===== config.mk =====
export PLATFORM = sky130hd
export DESIGN_NAME = coh_sample_gen
export DESIGN_NICKNAME = d
export VERILOG_FILES = /design/src/rtl/coh_pkg.sv /design/src/rtl/coh_gcd_engine.sv /design/src/rtl/coh_tick_counter.sv /design/src/rtl/coh_ctrl_fsm.sv /design/src/rtl/coh_sample_gen.sv
export SDC_FILE = /design/constraint.sdc
export NUM_CORES = 1
export LEC_CHECK = 0
export CORE_MARGIN = 3
export CORE_UTILIZATION = 42
export DETAILED_ROUTE_END_ITERATION = 12
export GPL_TIMING_DRIVEN = 0
export HOLD_SLACK_MARGIN = 0.12
export SETUP_SLACK_MARGIN = 0.2
export SYNTH_ARGS = -nofsm -noshare
export SYNTH_HDL_FRONTEND = slang
export SYNTH_SLANG_ARGS = --single-unit

===== constraint.sdc =====
create_clock -name clk -period 4 [get_ports clk]
set_input_delay 0.8 -clock clk [delete_from_list [all_inputs] [get_ports clk]]
set_output_delay 0.8 -clock clk [all_outputs]
set_load 0.1 [all_outputs]

===== src/rtl/coh_pkg.sv =====
package coh_pkg;

    typedef enum logic [1:0] {
        ST_IDLE  = 2'd0,
        ST_CHECK = 2'd1,
        ST_RUN   = 2'd2,
        ST_FAULT = 2'd3
    } coh_state_e;

    function automatic int unsigned max_u(input int unsigned a, input int unsigned b);
        return (a > b) ? a : b;
    endfunction

endpackage


===== src/rtl/coh_gcd_engine.sv =====
module coh_gcd_engine #(
    parameter int GW = 8
) (
    input  logic          clk,
    input  logic          rst_n,
    input  logic          start,
    input  logic [GW-1:0] a_in,
    input  logic [GW-1:0] b_in,
    output logic          done,
    output logic [GW-1:0] result
);
    logic [GW-1:0] a_q, b_q;
    logic          busy_q;

    // Subtractive Euclid: one subtraction per cycle until an operand is zero.
    always_ff @(posedge clk) begin
        if (!rst_n) begin
            a_q    <= '0;
            b_q    <= '0;
            busy_q <= 1'b0;
            done   <= 1'b0;
            result <= '0;
        end else if (start) begin
            a_q    <= a_in;
            b_q    <= b_in;
            busy_q <= 1'b1;
            done   <= 1'b0;
        end else if (busy_q) begin
            if (a_q == '0 || b_q == '0) begin
                busy_q <= 1'b0;
                done   <= 1'b1;
                result <= a_q | b_q;
            end else if (a_q >= b_q) begin
                a_q  <= a_q - b_q;
                done <= 1'b0;
            end else begin
                b_q  <= b_q - a_q;
                done <= 1'b0;
            end
        end else begin
            done <= 1'b0;
        end
    end
endmodule


===== src/rtl/coh_tick_counter.sv =====
module coh_tick_counter #(
    parameter int DW = 8,
    parameter int NW = 8
) (
    input  logic          clk,
    input  logic          rst_n,
    input  logic          clear,
    input  logic          enable,
    input  logic [DW-1:0] div_val,
    input  logic [NW-1:0] n_val,
    output logic          tick,
    output logic [NW-1:0] idx,
    output logic          last
);
    logic [DW-1:0] div_cnt_q;
    logic [NW-1:0] idx_q;
    logic          div_wrap;
    logic          idx_wrap;

    assign div_wrap = (div_cnt_q == div_val - DW'(1));
    assign idx_wrap = (idx_q == n_val - NW'(1));

    always_ff @(posedge clk) begin
        if (!rst_n || clear) begin
            div_cnt_q <= '0;
            idx_q     <= '0;
        end else if (enable) begin
            if (div_wrap) begin
                div_cnt_q <= '0;
                idx_q     <= idx_wrap ? '0 : idx_q + NW'(1);
            end else begin
                div_cnt_q <= div_cnt_q + DW'(1);
            end
        end
    end

    assign tick = (div_cnt_q == '0);
    assign idx  = idx_q;
    assign last = div_wrap && idx_wrap;
endmodule


===== src/rtl/coh_ctrl_fsm.sv =====
module coh_ctrl_fsm
    import coh_pkg::*;
(
    input  logic clk,
    input  logic rst_n,
    input  logic cfg_same,
    input  logic gcd_done,
    input  logic cfg_ok,
    input  logic utp_last,
    output logic cap_en,
    output logic cnt_clear,
    output logic cnt_en,
    output logic run_on,
    output logic fault_on
);
    coh_state_e state_q, state_d;

    always_ff @(posedge clk) begin
        if (!rst_n) state_q <= ST_IDLE;
        else        state_q <= state_d;
    end

    always_comb begin
        state_d = state_q;
        unique case (state_q)
            ST_IDLE:  state_d = ST_CHECK;
            ST_CHECK: if (gcd_done) state_d = cfg_ok ? ST_RUN : ST_FAULT;
            ST_RUN:   if (utp_last && !cfg_same) state_d = ST_CHECK;
            ST_FAULT: if (!cfg_same) state_d = ST_CHECK;
            default:  state_d = ST_IDLE;
        endcase
    end

    always_comb begin
        cap_en    = 1'b0;
        cnt_clear = 1'b0;
        cnt_en    = 1'b0;
        run_on    = 1'b0;
        fault_on  = 1'b0;
        unique case (state_q)
            ST_IDLE: begin
                cap_en    = 1'b1;
                cnt_clear = 1'b1;
            end
            ST_CHECK: cnt_clear = 1'b1;
            ST_RUN: begin
                run_on = 1'b1;
                cnt_en = 1'b1;
                cap_en = utp_last && !cfg_same;
            end
            ST_FAULT: begin
                fault_on  = 1'b1;
                cnt_clear = 1'b1;
                cap_en    = !cfg_same;
            end
            default: cnt_clear = 1'b1;
        endcase
    end
endmodule


===== src/rtl/coh_sample_gen.sv =====
module coh_sample_gen
    import coh_pkg::*;
#(
    parameter int MW = 8,
    parameter int NW = 8,
    parameter int DW = 8
) (
    input  logic          clk,
    input  logic          rst_n,
    input  logic [MW-1:0] cfg_m,
    input  logic [NW-1:0] cfg_n,
    input  logic [DW-1:0] cfg_div,
    output logic          sample_stb,
    output logic [NW-1:0] sample_idx,
    output logic          utp_start,
    output logic          level_hi,
    output logic          cfg_err
);
    localparam int GW = int'(max_u(MW, NW));

    logic [MW-1:0] m_act;
    logic [NW-1:0] n_act;
    logic [DW-1:0] d_act;
    logic          cap_en, cnt_clear, cnt_en, run_on, fault_on;
    logic          gcd_done;
    logic [GW-1:0] gcd_res;
    logic          cfg_ok, cfg_same;
    logic          tick, utp_last;
    logic [NW-1:0] idx;

    // Active settings, reloaded only when the controller grants a capture.
    always_ff @(posedge clk) begin
        if (!rst_n) begin
            m_act <= '0;
            n_act <= '0;
            d_act <= '0;
        end else if (cap_en) begin
            m_act <= cfg_m;
            n_act <= cfg_n;
            d_act <= cfg_div;
        end
    end

    assign cfg_same = (cfg_m == m_act) && (cfg_n == n_act) && (cfg_div == d_act);
    assign cfg_ok   = (m_act != '0) && (n_act >= NW'(2)) && (d_act != '0)
                   && (gcd_res == GW'(1));

    coh_gcd_engine #(.GW(GW)) gcd_i (
        .clk    (clk),
        .rst_n  (rst_n),
        .start  (cap_en),
        .a_in   (GW'(cfg_m)),
        .b_in   (GW'(cfg_n)),
        .done   (gcd_done),
        .result (gcd_res)
    );

    coh_tick_counter #(.DW(DW), .NW(NW)) cnt_i (
        .clk     (clk),
        .rst_n   (rst_n),
        .clear   (cnt_clear),
        .enable  (cnt_en),
        .div_val (d_act),
        .n_val   (n_act),
        .tick    (tick),
        .idx     (idx),
        .last    (utp_last)
    );

    coh_ctrl_fsm fsm_i (
        .clk       (clk),
        .rst_n     (rst_n),
        .cfg_same  (cfg_same),
        .gcd_done  (gcd_done),
        .cfg_ok    (cfg_ok),
        .utp_last  (utp_last),
        .cap_en    (cap_en),
        .cnt_clear (cnt_clear),
        .cnt_en    (cnt_en),
        .run_on    (run_on),
        .fault_on  (fault_on)
    );

    assign sample_stb = run_on && tick;
    assign sample_idx = run_on ? idx : '0;
    assign utp_start  = sample_stb && (idx == '0);
    assign level_hi   = run_on && ({idx, 1'b0} < {1'b0, n_act});
    assign cfg_err    = fault_on;
endmodule


==> impl_results.html <==
<table>
<tr><th>Metric</th><th>Value</th></tr>
<tr><th colspan="2">Detailed routing</th></tr>
<tr><td>Number of nets with antenna violations after detailed routing</td><td>0</td></tr>
<tr><td>Total via count in the routed design</td><td>4298</td></tr>
<tr><td>Detailed Route WL</td><td>13600 µm</td></tr>
<tr><td>Iteration-0 DRC count of the detailed router</td><td>257</td></tr>
<tr><td>Detail-routed net length per standard cell</td><td>17.7 µm</td></tr>
<tr><td>Count of unresolved DRC violations after routing</td><td>0</td></tr>
<tr><td>Router iterations before antenna repair</td><td>5</td></tr>
<tr><td>Average vias per placed instance</td><td>5.57</td></tr>
<tr><th colspan="2">Synthesis</th></tr>
<tr><td>Area share of the leading cell type in the synthesized netlist</td><td>27.5%</td></tr>
<tr><td>Number of synthesized register bits</td><td>68</td></tr>
<tr><td>Synth warnings</td><td>0</td></tr>
<tr><td>Area leader, netlist</td><td>dfxtp_1</td></tr>
<tr><td>Net count after synthesis</td><td>646</td></tr>
<tr><td>Leading cell types by total area after synthesis</td><td>dfxtp_1, ha_1, mux2i_1, xnor2_1, nand2_1</td></tr>
<tr><td>Synth unique cells</td><td>65</td></tr>
<tr><td>Syn Std Cell Area</td><td>4940 µm²</td></tr>
<tr><td>Post-Syn Instances</td><td>580</td></tr>
<tr><td>Mean instance size in the synthesized netlist</td><td>8.53 µm²</td></tr>
<tr><td>Top cells by instance count after synthesis</td><td>nand2_1, dfxtp_1, ha_1, inv_1, mux2i_1</td></tr>
<tr><td>Count leader, synth</td><td>nand2_1</td></tr>
<tr><td>Share of async-settable or async-resettable flops after synthesis</td><td>0%</td></tr>
<tr><td>Sequential-to-total area share from yosys stat</td><td>27.5%</td></tr>
<tr><td>Most used flip-flop cell after synthesis</td><td>dfxtp_1</td></tr>
<tr><td>Number of synthesized flops with an enable pin</td><td>0</td></tr>
<tr><th colspan="2">STA</th></tr>
<tr><td>Maximum clock frequency</td><td>276 MHz</td></tr>
<tr><td>Minimum setup slack in the final design</td><td>0.373 ns</td></tr>
<tr><td>Number of max-slew violations in the final report</td><td>0</td></tr>
<tr><td>Worst clock skew on the final layout</td><td>0.00376 ns</td></tr>
<tr><td>Final Hold Vio Count</td><td>0</td></tr>
<tr><td>Count of endpoints failing setup in the final report</td><td>0</td></tr>
<tr><td>Final period utilization</td><td>90.7%</td></tr>
<tr><td>Max_slew headroom</td><td>33.9%</td></tr>
<tr><td>Transition time of the tightest slew-check pin</td><td>0.989 ns</td></tr>
<tr><td>Setup repair after global routing missed its margin</td><td>false</td></tr>
<tr><td>Total negative setup slack</td><td>0 ns</td></tr>
<tr><td>Crit path time final</td><td>3.63 ns</td></tr>
<tr><th colspan="2">Clock network</th></tr>
<tr><td>Root buf cell</td><td>clkbuf_16</td></tr>
<tr><td>TritonCTS Buffers</td><td>9</td></tr>
<tr><td>CTS sink cnt</td><td>68</td></tr>
<tr><td>Hold-fix buffer count after cts</td><td>0</td></tr>
<tr><td>Number of H-tree levels</td><td>3</td></tr>
<tr><td>Clock tree from TritonCTS</td><td>yes</td></tr>
<tr><td>Clock latency at the later pin of the worst-skew pair</td><td>0.32 ns</td></tr>
<tr><td>Clock transition at the register clock pins on the worst setup and hold paths after CTS</td><td>0.05 ns</td></tr>
<tr><td>Clock Path Buffers</td><td>2</td></tr>
<tr><th colspan="2">Cells and area</th></tr>
<tr><td>Fraction of layout cells with a size suffix above 1</td><td>7.45%</td></tr>
<tr><td>Final layout net count</td><td>694</td></tr>
<tr><td>Area growth from synthesis to final layout</td><td>16.3%</td></tr>
<tr><td>Final standard cell count with taps included and fillers excluded</td><td>771</td></tr>
<tr><td>Number of fill cells in the layout</td><td>1077</td></tr>
<tr><td>Ant diodes</td><td>0</td></tr>
<tr><th colspan="2">GRT</th></tr>
<tr><td>First-pass GRT wire length</td><td>22000 µm</td></tr>
<tr><td>Global router's overall resource usage</td><td>21.5%</td></tr>
<tr><td>Overflow after GRT</td><td>0</td></tr>
<tr><td>Antenna violations before repair</td><td>0</td></tr>
<tr><td>Via count of the first global-routing pass</td><td>4075</td></tr>
<tr><td>Maximum number of pins on one net before global-route repair</td><td>11</td></tr>
<tr><th colspan="2">Worst setup path</th></tr>
<tr><td>WP data required</td><td>3.20 ns</td></tr>
<tr><td>Critical path start-end classification</td><td>flop to primary output</td></tr>
<tr><td>Start of the worst register-to-register path</td><td>n_act[0]$_SDFFE_PN0P_</td></tr>
<tr><td>Critical Path End Type</td><td>primary output</td></tr>
<tr><td>Critical path startpoint category</td><td>flop</td></tr>
<tr><td>Largest fanout of any net on the critical path</td><td>7</td></tr>
<tr><td>Critical Path AT</td><td>2.83 ns</td></tr>
<tr><td>Origin of the worst setup path</td><td>n_act[1]$_SDFFE_PN0P_</td></tr>
<tr><th colspan="2">Min path</th></tr>
<tr><td>Worst min path class</td><td>flop to flop</td></tr>
<tr><td>Beginning of the worst hold path</td><td>gcd_i.result[5]$_SDFFE_PN0P_</td></tr>
<tr><th colspan="2">Placed design</th></tr>
<tr><td>Routability congestion estimate</td><td>0.886</td></tr>
<tr><td>Cells after DPL</td><td>757</td></tr>
<tr><td>Estimated wirelength of the detail-placed design</td><td>10700 µm</td></tr>
<tr><td>Worst setup slack after placement</td><td>0.131 ns</td></tr>
<tr><td>Count of buffers from port buffering</td><td>37</td></tr>
<tr><th colspan="2">Die</th></tr>
<tr><td>Number of core rows</td><td>38</td></tr>
<tr><td>I/O pins</td><td>38</td></tr>
<tr><td>Width of the die</td><td>115 µm</td></tr>
<tr><td>Area of the die</td><td>13100 µm²</td></tr>
<tr><td>Initial core utilization</td><td>44.3%</td></tr>
<tr><td>Vertical extent of the die</td><td>115 µm</td></tr>
<tr><td>Core region area</td><td>11200 µm²</td></tr>
<tr><th colspan="2">Power</th></tr>
<tr><td>Cell Pwr Density</td><td>365 nW/µm²</td></tr>
<tr><td>Power after layout</td><td>2100 µW</td></tr>
<tr><td>Static Leakage</td><td>0.00222 µW</td></tr>
<tr><td>Maximum vdd ir drop</td><td>0.210 mV</td></tr>
<tr><th colspan="2">Outcome</th></tr>
<tr><td>Status</td><td>finished clean</td></tr>
<tr><th colspan="2">Job</th></tr>
<tr><td>Reported max-cap violation count</td><td>0</td></tr>
</table>
[kinds of logic after synthesis]
family,count (synthesis),share of synthesized area [%]
fa+ha+maj,40,10.4
flops,68,27.5
xor+xnor,64,11.3
compound gates,98,14.5
buf+inv,68,6.60
simple gates,202,21.4
mux,40,8.20
[worst max-delay path: stages (launching register included)]
cell and delay, ns:
dfxtp_1 0.48, inv_1 0.11, ha_1 0.28, nor2b_1 0.13, o21a_1 0.18, o21a_1 0.16
o21ai_0 0.14, nand2b_1 0.11, a21oi_1 0.17, o21a_1 0.18, clkdlybuf4s15_2 0.56
[final timing paths]
path                                  endpoint  slack (ns)  depth (start not counted)
setup reg to reg         m_act[5]$_SDFFE_PN0P_        0.92                         12
hold reg to reg   gcd_i.result[5]$_SDFFE_PN0P_        0.47                          2
setup / recovery                      level_hi        0.37                         10
hold / removal    gcd_i.result[5]$_SDFFE_PN0P_        0.47                          2
[cells in the final DEF (no fill, tap or decap), types with 4 or more instances in the layout]
cell             synthesis  layout
a21oi_1                 19      19
a31oi_1                  5       5
and2_1                   7       7
and3_1                   4       4
buf_4                    4       4
buf_6                    4       4
clkbuf_1                17      19
clkbuf_16                0       9
clkdlybuf4s50_1          0      30
dfxtp_1                 68      68
dlygate4sd2_1            0       4
ha_1                    38      38
inv_1                   38      38
mux2i_1                 38      38
nand2_1                 74      74
nand2b_1                14      14
nand3_1                 12      12
nand4_1                 10      10
nor2_1                  26      26
nor2b_1                  9       9
nor3_1                   6       6
nor4_1                  16      15
o2111ai_1                8       8
o211ai_1                11      11
o21a_1                   5       5
o21ai_0                 13      13
o21bai_1                 7       7
o31ai_1                  9       9
xnor2_1                 34      34
xor2_1                  30      30
[registers in the layout (all words and copies together), names as in the netlist]
name	cells
cnt_i.div_cnt_q	8
cnt_i.idx	8
d_act	8
fsm_i.state_q	2
gcd_i.a_q	8
gcd_i.b_q	8
gcd_i.busy_q	1
gcd_i.done	1
gcd_i.result	8
m_act	8
n_act	8
[final cells by class]
class                           count  area, µm²  area share, %
Clock inverter                      2       12.5          0.218
Inverter                           38        143           2.48
Sequential cell                    68       1360           23.7
Timing Repair Buffer               37        357           6.20
Multi-Input combinational cell    444       3270           56.9
Buffer                             30        184           3.20
Clock buffer                       12        246           4.29
Tap cell                          140        175           3.05
[per-layer routing]
| layer | wire length [µm] | global-route usage [%] |
|---|---|---|
| met4 | 134 | 4.91 |
| met1 | 6950 | 32.2 |
| met2 | 5910 | 31.9 |
| met5 | 0 | 0 |
| met3 | 641 | 3.81 |
[stage by stage]
| step | cell area, µm² | utilization, % | hold WS, ns |
|---|---|---|---|
| final | 5750 | 51.5 | 0.465 |
| after global routing | 5750 | 51.5 | 0.490 |
| after CTS | 5760 | 51.5 | 0.464 |
| after detailed placement | 5510 | 49.3 | 0.454 |
| after global placement | 5510 | 49.3 | 0.441 |
| after floorplan | 4960 | - | 0.430 |
[timing repair]
action | in CTS | in global routing
setup endpoints to repair | 7 | 2
pin swaps | 0 | 0
resized for setup | 9 | 4
setup buffers | 0 | 0
[where the power goes]
part / total, µW / internal [µW] / leakage [µW] / switching, µW
clock: 708 / 429 / 0.000125 / 280
sequential: 761 / 717 / 0.000557 / 43.2
combinational: 628 / 273 / 0.00154 / 355
total: 2100 / 1420 / 0.00222 / 678
Power figures use the tool's default switching activity.
